--- config.mk ---
export PLATFORM = sky130hd
export DESIGN_NAME = fpu_opnd_screen
export DESIGN_NICKNAME = d
export VERILOG_FILES = /design/src/rtl/fpsc_pkg.sv /design/src/rtl/fpsc_classify.sv /design/src/rtl/fpsc_step.sv /design/src/rtl/fpu_opnd_screen.sv
export SDC_FILE = /design/constraint.sdc
export NUM_CORES = 1
export LEC_CHECK = 0
export BUFFER_PORTS_ARGS = -buffer_cell sky130_fd_sc_hd__clkbuf_2
export CAP_MARGIN = 0
export CELL_PAD_IN_SITES_DETAIL_PLACEMENT = 2
export CELL_PAD_IN_SITES_GLOBAL_PLACEMENT = 2
export CORE_ASPECT_RATIO = 2
export CORE_UTILIZATION = 17
export CTS_BUF_LIST = sky130_fd_sc_hd__clkbuf_4 sky130_fd_sc_hd__clkbuf_8
export CTS_CLUSTER_SIZE = 28
export DETAILED_ROUTE_END_ITERATION = 8
export PLACE_DENSITY = 0.92
export SLEW_MARGIN = 20
export SYNTH_ARGS = -nofsm -noshare
export SYNTH_HDL_FRONTEND = slang
export SYNTH_SLANG_ARGS = --single-unit
--- constraint.sdc ---
create_clock -name clk_i -period 1.15 [get_ports clk_i]
set_input_delay 0.115 -clock clk_i [delete_from_list [all_inputs] [get_ports clk_i]]
set_output_delay 0.115 -clock clk_i [all_outputs]
set_load 0.005 [all_outputs]
--- src/rtl/fpsc_pkg.sv ---
package fpsc_pkg;
  localparam int CSR_W     = 32;
  localparam int OPND_W    = 64;
  localparam int N_SRC     = 2;
  localparam int SP_EXP_W  = 8;
  localparam int SP_FRAC_W = 23;
  localparam int DP_EXP_W  = 11;
  localparam int DP_FRAC_W = 52;
  localparam int SP_MAG_W  = SP_EXP_W + SP_FRAC_W;
  localparam int DP_MAG_W  = DP_EXP_W + DP_FRAC_W;

  // control/status field positions (decoded by neighbours)
  localparam int FLG_V   = 6;
  localparam int EN_V    = 11;
  localparam int CAU_LSB = 12;
  localparam int CAU_MSB = 17;
  localparam int CAU_V   = 16;
  localparam int CAU_E   = 17;

  typedef enum logic [2:0] {
    CL_ZERO, CL_SUB, CL_NORM, CL_INF, CL_QNAN, CL_SNAN
  } opnd_class_e;
endpackage

--- src/rtl/fpsc_classify.sv ---
module fpsc_classify
  import fpsc_pkg::*;
#(
  parameter int EXP_W  = 8,
  parameter int FRAC_W = 23
) (
  input  logic [EXP_W+FRAC_W-1:0] mag_i,
  output opnd_class_e             cls_o
);
  localparam int MAG_W = EXP_W + FRAC_W;

  logic [EXP_W-1:0]  exp_f;
  logic [FRAC_W-1:0] frac_f;
  logic              exp_ones, exp_zero, frac_nz;

  assign exp_f    = mag_i[MAG_W-1:FRAC_W];
  assign frac_f   = mag_i[FRAC_W-1:0];
  assign exp_ones = &exp_f;
  assign exp_zero = ~|exp_f;
  assign frac_nz  = |frac_f;

  always_comb begin
    if (exp_zero)      cls_o = frac_nz ? CL_SUB : CL_ZERO;
    else if (exp_ones) cls_o = !frac_nz ? CL_INF :
                               (frac_f[FRAC_W-1] ? CL_QNAN : CL_SNAN);
    else               cls_o = CL_NORM;
  end
endmodule

--- src/rtl/fpsc_step.sv ---
module fpsc_step
  import fpsc_pkg::*;
(
  input  logic             active_i,
  input  logic             stop_i,
  input  opnd_class_e      cls_i,
  input  logic [CSR_W-1:0] csr_i,
  output logic [CSR_W-1:0] csr_o,
  output logic             trap_o
);
  always_comb begin
    csr_o  = csr_i;
    trap_o = stop_i;
    if (active_i && !stop_i) begin
      unique case (cls_i)
        CL_SUB, CL_SNAN: begin
          csr_o[CAU_E] = 1'b1;
          trap_o       = 1'b1;
        end
        CL_QNAN: begin
          csr_o[CAU_V] = 1'b1;
          if (csr_i[EN_V]) trap_o = 1'b1;
          else             csr_o[FLG_V] = 1'b1;
        end
        default: ;
      endcase
    end
  end
endmodule

--- src/rtl/fpu_opnd_screen.sv ---
module fpu_opnd_screen
  import fpsc_pkg::*;
(
  input  logic              clk_i,
  input  logic              rst_ni,
  input  logic              valid_i,
  input  logic              dbl_i,
  input  logic              two_src_i,
  input  logic [OPND_W-1:0] src_a_i,
  input  logic [OPND_W-1:0] src_b_i,
  input  logic [CSR_W-1:0]  csr_i,
  output logic [CSR_W-1:0]  csr_o,
  output logic              trap_o,
  output logic              pass_o
);
  logic [OPND_W-1:0] src   [N_SRC];
  logic              act   [N_SRC];
  opnd_class_e       cls   [N_SRC];
  logic [CSR_W-1:0]  csr_c [N_SRC+1];
  logic              trp_c [N_SRC+1];

  assign src[0] = src_a_i;
  assign src[1] = src_b_i;
  assign act[0] = 1'b1;
  assign act[1] = two_src_i;

  always_comb begin
    csr_c[0] = csr_i;
    csr_c[0][CAU_MSB:CAU_LSB] = '0;
  end
  assign trp_c[0] = 1'b0;

  for (genvar g = 0; g < N_SRC; g++) begin : g_src
    opnd_class_e cls_sp, cls_dp;

    fpsc_classify #(.EXP_W(SP_EXP_W), .FRAC_W(SP_FRAC_W)) u_cls_sp (
      .mag_i (src[g][SP_MAG_W-1:0]),
      .cls_o (cls_sp)
    );
    fpsc_classify #(.EXP_W(DP_EXP_W), .FRAC_W(DP_FRAC_W)) u_cls_dp (
      .mag_i (src[g][DP_MAG_W-1:0]),
      .cls_o (cls_dp)
    );
    assign cls[g] = dbl_i ? cls_dp : cls_sp;

    // sources screened in order; an earlier trap blocks later ones
    fpsc_step u_step (
      .active_i (act[g]),
      .stop_i   (trp_c[g]),
      .cls_i    (cls[g]),
      .csr_i    (csr_c[g]),
      .csr_o    (csr_c[g+1]),
      .trap_o   (trp_c[g+1])
    );
  end

  always_ff @(posedge clk_i or negedge rst_ni) begin
    if (!rst_ni) begin
      csr_o  <= '0;
      trap_o <= 1'b0;
      pass_o <= 1'b0;
    end else if (valid_i) begin
      csr_o  <= csr_c[N_SRC];
      trap_o <= trp_c[N_SRC];
      pass_o <= !trp_c[N_SRC];
    end else begin
      trap_o <= 1'b0;
      pass_o <= 1'b0;
    end
  end

  AST_PASS_TRAP_EXCL: assert property (@(posedge clk_i) disable iff (!rst_ni)
    !(pass_o && trap_o));
  AST_ONE_RESULT: assert property (@(posedge clk_i) disable iff (!rst_ni)
    valid_i |=> (pass_o ^ trap_o));
  AST_NO_SPURIOUS: assert property (@(posedge clk_i) disable iff (!rst_ni)
    !valid_i |=> (!pass_o && !trap_o));
  AST_CSR_HOLD: assert property (@(posedge clk_i) disable iff (!rst_ni)
    !valid_i |=> $stable(csr_o));
  AST_KEEP_FIELDS: assert property (@(posedge clk_i) disable iff (!rst_ni)
    valid_i |=> (csr_o[FLG_V-1:0] == $past(csr_i[FLG_V-1:0]) &&
                 csr_o[CAU_LSB-1:FLG_V+1] == $past(csr_i[CAU_LSB-1:FLG_V+1]) &&
                 csr_o[CSR_W-1:CAU_MSB+1] == $past(csr_i[CSR_W-1:CAU_MSB+1])));
  AST_CAUSE_LOW_CLEAR: assert property (@(posedge clk_i) disable iff (!rst_ni)
    valid_i |=> csr_o[CAU_V-1:CAU_LSB] == '0);
  AST_TRAP_HAS_CAUSE: assert property (@(posedge clk_i) disable iff (!rst_ni)
    trap_o |-> (csr_o[CAU_E] || csr_o[CAU_V]));
  AST_PASS_NO_UNIMPL: assert property (@(posedge clk_i) disable iff (!rst_ni)
    pass_o |-> !csr_o[CAU_E]);
  AST_VTRAP_NEEDS_EN: assert property (@(posedge clk_i) disable iff (!rst_ni)
    (trap_o && !csr_o[CAU_E]) |-> csr_o[EN_V]);
  AST_PASS_V_FLAGGED: assert property (@(posedge clk_i) disable iff (!rst_ni)
    (pass_o && csr_o[CAU_V]) |-> csr_o[FLG_V]);
endmodule

==> flow_summary.toml, run 1 <==
[route]
ant_nets = 0
wl_met1_um = 2225
drc_errors = 0
firstDrtPassIters = 4
drtIter0Drc = 33
met2_length_um = 4907
routedWlPerCell_um = 15.10
vias = 2286
wl_um = 7700
dr_wl_met3_um = 469
via_per_inst = 4.482
top_layer_used = "met4"

[finish]
fin_nets = 542
area_growth_pct = 84.68
antenna_cells = 0
utilization_pct = 32.45
drive_gt1_share_pct = 69.58

[synth]
async_flop_share_pct = 100.0
synth.distinct_cells = 36
yosysWarnings = 0
synth.avg_cell_area_um2 = 10.52
ys_ff_latch = 30
synth_area_leader_cell = "dfrtp_1"
synth.area.top_cells = "dfrtp_1 44%, mux2_2 16%, nor4_1 8.8%, nand4_1 5.1%, nor3_1 2.0%"
seq_area_frac_synth_pct = 43.76
netlist.area_leader.share_pct = 43.76
synth_commonest_cells = "30 x dfrtp_1, 25 x mux2_2, 24 x nor4_1"
synth-edff-count = 0
yosysMostFrequentCell = "dfrtp_1"
synthCells = 163
synth_ff_type = "dfrtp_1"
netlist_area_mm2 = 0.001715

[clocking]
clk_pin_slew_ps = 70
clock_path_buffers = 2
clockRootBuffer = "clkbuf_8"
htree_levels = 2
cts_tree = "done"
clock_latency_ps = 280
clkSinkCount = 30
cts-buffers-inserted = 5

[worst_setup_path]
end_kind = "register"
regToRegSetupSlack_ps = 280
cp_data_required_time_ps = 1320
startpoint_type = "input port"
cp.arrival_ps = 1890
cp_max_fo = 2
path_class = "input port to register"
reg2reg_to = "csr_o[16]"
r2r_start = "csr_o[16]"
ff2ff_path_depth = 2
cp-startpoint = "src_b_i[27]"

[floorplan]
boundaryPins = 199
initial_core_util_pct = 17.57
coreArea_mm2 = 0.009763
dieArea_mm2 = 0.01052
rows = 51
die_width_um = 73.03
die_y_um = 144.1

[place]
placement.io_buffers = 186
dp.final_hpwl_um = 6873
gp_congestion = 0.8811

[global_routing]
grt_pass1_vias = 2523
grt_remaining_overflow = 0
grt_util_all_layers_pct = 14.54
grt_pass1_wl_um = 11620
grt_max_degree = 31
grt_antenna_before_repair = 0

[sta]
rsz0062_at_grt = "true"
finalHoldViolations = 0
post-route-period-util_pct = 149.7
fin_ws_ps = -571.8
skew_ps = 0
final_max_slew_viol_count = 0
setup_viol = 5
period_needed_ps = 1722
max_freq_ghz = 0.5808

[pwr]
intPower_mw = 2.067
total_power_mw = 2.800
p_seq_share_pct = 43.1
comb_power_share_pct = 24.7
cellPowerDensity_mw_per_mm2 = 883.9
power.switching_uw = 732.8
ir_drop_mv = 0.3049
power_frac_clock_pct = 32.1
leakagePower_nw = 1.551
sw_frac_of_total_pct = 26.17

[status]
status = "finished with violations"
violations = "negative setup slack"

[min_path]
hp-start = "csr_i[18]"
min_path_cells = 2
min_to = "csr_o[18]"
hold_path_class = "input port to register"

[job]
max-cap-violations = 0
-- cells in the final DEF (no fill, tap or decap), types with 4 or more instances in the layout --
cell,count
clkbuf_2,185
dfrtp_1,30
mux2_2,24
buf_4,23
nor4_1,16
nand4_1,14
nor2_1,9
nor3_1,7
nor4_2,7
nand2_1,6
clkbuf_8,6
inv_1,4
conb_1,4
-- registers in the layout (all words and copies together) (netlist names) --
signal  count
csr_o      28
pass_o      1
trap_o      1
-- critical path, cell delays in order --
cell      delay, ps
clkbuf_2        100
nor4_2          280
buf_4           160
nand4_1         120
nor4_2          300
buf_4           160
o31ai_1          80
nor3b_2         190
and2_1          170
o31a_1          230
-- worst max path at each step --
stage | endpoint | slack (ps) | cells past startpoint
global route | csr_o[16] | -680 | 10
floorplan | trap_o | -640 | 6
global placement | csr_o[16] | -850 | 8
finish | csr_o[16] | -570 | 10
CTS | csr_o[6] | -550 | 8
detailed placement | csr_o[16] | -1050 | 8
-- power by group through the flow --
| stage | registers (mW) | clock network, mW | logic [mW] |
|---|---|---|---|
| global route | 1.22 | 0.998 | 0.768 |
| global placement | 1.22 | 0 | 0.647 |
| finish | 1.21 | 0.899 | 0.693 |
| floorplan | 1.23 | 0 | 0.184 |
| CTS | 1.21 | 0.962 | 0.697 |
| detailed placement | 1.23 | 0 | 0.682 |
-- area by class of cell --
cell class	instances	area [um2]
fill	1126	6595
timing repair buffer	211	1140
multi-input combinational	125	1002
sequential	30	750.7
tap	132	165.2
clock buffer	7	90.09
inverter	4	15.01
clock inverter	1	5.005
-- cell families after synthesis --
group	synth area share, %
multiplexers	16.41
flip-flops	43.76
adder cells (fa/ha/maj)	0.5835
AND/OR/NAND/NOR	26.18
other	0.2186
AO/OA/AOI/OAI	9.556
buffers and inverters	3.282
-- what timing repair did --
action / 4_1_cts / 5_1_grt
endpoints found under the hold margin: 30 / 0
setup endpoints to repair: 5 / 5
hold buffers: 1 / 0
setup buffers: 3 / 1
pin swaps: 4 / 7
resized for setup: 6 / 7
-- routing by layer --
metal  GRT usage [%]  vias to the layer above
met5               0                        -
met4           4.334                        0
met3           2.648                        9
met2           31.82                      109
met1           12.08                     1104
li1                -                     1064
-- stage by stage --
step	setup TNS (ps)	hold slack [ps]	setup slack (ps)	cell area, um2	cells
CTS	-2590	47.99	-547.4	3117	509
global route	-3160	52.19	-681.9	3168	510
finish	-2600	64.54	-571.8	3168	510
detailed placement	-4670	156.5	-1053	2955	497
global placement	-4005	147.9	-854.3	2955	497
floorplan	-2972	-180.6	-643.2	1738	166
(Power assumes the default switching activity.)
==> inputs of run 2 (changes only) <==
- CORE_UTILIZATION: 17 -> 23
- PLACE_DENSITY: 0.92 -> 0.91
- SYNTH_HIERARCHICAL: not set -> 1
==> flow_summary.toml, run 2 <==
[worst_setup_path]
end_kind = "register"
crit_top_cell = "mux2_4"
crit_chain = "clkbuf_2 -> nor4_2 -> nand4_1 -> or4_4 -> and2_1 -> mux2_4 -> a21oi_2 -> o21bai_2 -> nor3b_2 -> a31o_1 -> mux2_4"
cp_max_fo = 3
cp.arrival_ps = 2470
cpMaxStageDelayCell = "or4_4"
slowest_delay_ps = 520
path_buf_inv = 1
startpoint_type = "input port"
path_class = "input port to register"
crit_family = "simple AND/OR/NAND/NOR gates"
cp_data_required_time_ps = 1380

[sta]
finalHoldViolations = 0
period_needed_ps = 2234
finalSetupTns_ps = -5179
final_max_slew_viol_count = 0
rsz0062_at_grt = "true"
skew_ps = 0
post-route-period-util_pct = 194.2
setup_viol = 5
max_freq_ghz = 0.4477
fin_ws_ps = -1084

[synth]
netlist.area_leader.share_pct = 31.47
synth.distinct_cells = 33
synth-edff-count = 0
netlist_area_mm2 = 0.002704
synth_commonest_cells = "58 x buf_4, 34 x dfrtp_1, 34 x nor4_1"
seq_area_frac_synth_pct = 31.47
ys_ff_latch = 34
synthCells = 251
yosysMostFrequentCell = "buf_4"
synth_area_leader_cell = "dfrtp_1"
async_flop_share_pct = 100.0
synth_ff_type = "dfrtp_1"
yosysWarnings = 6
synth.avg_cell_area_um2 = 10.77
synth.area.top_cells = "dfrtp_1 31%, buf_4 16%, mux2_4 16%, nor4_1 7.9%, nor4_2 5.6%"

[route]
wl_um = 11450
routedWlPerCell_um = 19.32
drc_errors = 0
firstDrtPassIters = 4
ant_nets = 0
vias = 2823
via_per_inst = 4.761
drtIter0Drc = 25

[status]
status = "finished with violations"
violations = "negative setup slack"

[floorplan]
rows = 55
die_y_um = 155.3
dieArea_mm2 = 0.01222
coreArea_mm2 = 0.01135
boundaryPins = 199
die_width_um = 78.67
initial_core_util_pct = 23.81

[finish]
reg_top3 = "csr_o: 32 flops, pass_o: 1 flops, trap_o: 1 flops"
drive_gt1_share_pct = 74.28
largest-register = "csr_o"
utilization_pct = 36.52
multiInputGateArea_mm2 = 0.001577
antenna_cells = 0
fin_nets = 615
mostFrequentLayoutCells = "188 x clkbuf_2, 53 x buf_4, 34 x dfrtp_1"
largest_register_ffs = 32
layout_commonest_cell = "clkbuf_2"
fillers = 1283
area_growth_pct = 53.36
seq_area_um2 = 850.8

[global_routing]
grt_pass1_wl_um = 17260
grt_pass1_vias = 3396
grt_remaining_overflow = 0
grt_util_all_layers_pct = 18.89
grt_max_degree = 35
grt_antenna_before_repair = 0

[place]
placement.io_buffers = 190
gp_congestion = 0.8602
dp.final_hpwl_um = 9928

[clocking]
cts-buffers-inserted = 5
clock_latency_ps = 290
clk_pin_slew_ps = 90
htree_levels = 2
cts_tree = "done"
clkSinkCount = 34
clock_path_buffers = 2
clockRootBuffer = "clkbuf_8"

[pwr]
total_power_mw = 3.437
leakagePower_nw = 2.009
ir_drop_mv = 0.7059
cellPowerDensity_mw_per_mm2 = 828.9

[job]
max-cap-violations = 0

[min_path]
hold_path_class = "input port to register"
## run 2: cell types whose count changed after synthesis, moves of 4 or more
| cell | delta |
|---|---|
| a31o_1 | +6 |
| buf_4 | +54 |
| dfrtp_1 | +4 |
| nor4_1 | +10 |
| nor2_1 | -7 |
| mux2_2 | -15 |
| mux2_4 | +28 |
| nor4_2 | +12 |
## run 2: routing by layer
metal  part of all wire, %  GRT usage, %  wire (um)  vias to the layer above
met3                   5.7         3.636        652                       41
met5                     0             0          0                        -
li1                      -             -          -                     1287
met2                    60         39.59       6894                      144
met4                   6.0         12.43        686                        0
met1                    28         14.45       3221                     1351
## run 2: final cells by class
cell class | instances | area share (%)
multi-input combinational | 158 | 38.02
timing repair buffer | 247 | 34.52
sequential | 34 | 20.52
tap | 142 | 4.285
clock buffer | 6 | 1.992
inverter | 4 | 0.3621
clock inverter | 2 | 0.3017
## run 2: path summary, 6_finish.rpt
kind | startpoint | to | slack, ps | cells after the start
max | src_a_i[27] | csr_o[16] | -1080 | 11
min | csr_i[22] | csr_o[22] | 50 | 2
max reg2reg | csr_o[23] | csr_o[23] | 360 | 1
min reg2reg | csr_o[29] | csr_o[29] | 520 | 1
max in group asynchronous | rst_ni | trap_o | 650 | 3
min in group asynchronous | rst_ni | csr_o[22] | 320 | 3
## run 2: cell families after synthesis
kind of cell / synth area share, %
compound gates: 6.016
other cells: 0.2778
buf+inv: 19.30
flops: 31.47
simple gates: 23.23
mux: 19.71
## run 2: metrics by stage
| step | area, um2 | setup WS [ps] | hold slack (ps) | std cells |
|---|---|---|---|---|
| 4_1_cts | 4033 | -1028 | 27.42 | 592 |
| 3_3_place_gp | 3845 | -1260 | 91.13 | 581 |
| 2_1_floorplan | 2788 | -1022 | -180.6 | 259 |
| 6_report | 4146 | -1084 | 47.19 | 593 |
| 5_1_grt | 4146 | -1170 | 39.79 | 593 |
| 3_5_place_dp | 3845 | -1473 | 103.3 | 581 |
## run 2: power by group
group / total [mW] / internal (mW) / switching, mW
Sequential: 1.39 / 1.31 / 0.0746
Clock: 0.997 / 0.483 / 0.514
Combinational: 1.05 / 0.608 / 0.446
## run 2: what timing repair did
action | 4_1_cts | 5_1_grt
hold buffers | 1 | 0
resized for setup | 11 | 18
endpoints found under the hold margin | 34 | 0
setup buffers | 2 | 1
setup endpoints to repair | 5 | 5
pin swaps | 2 | 7
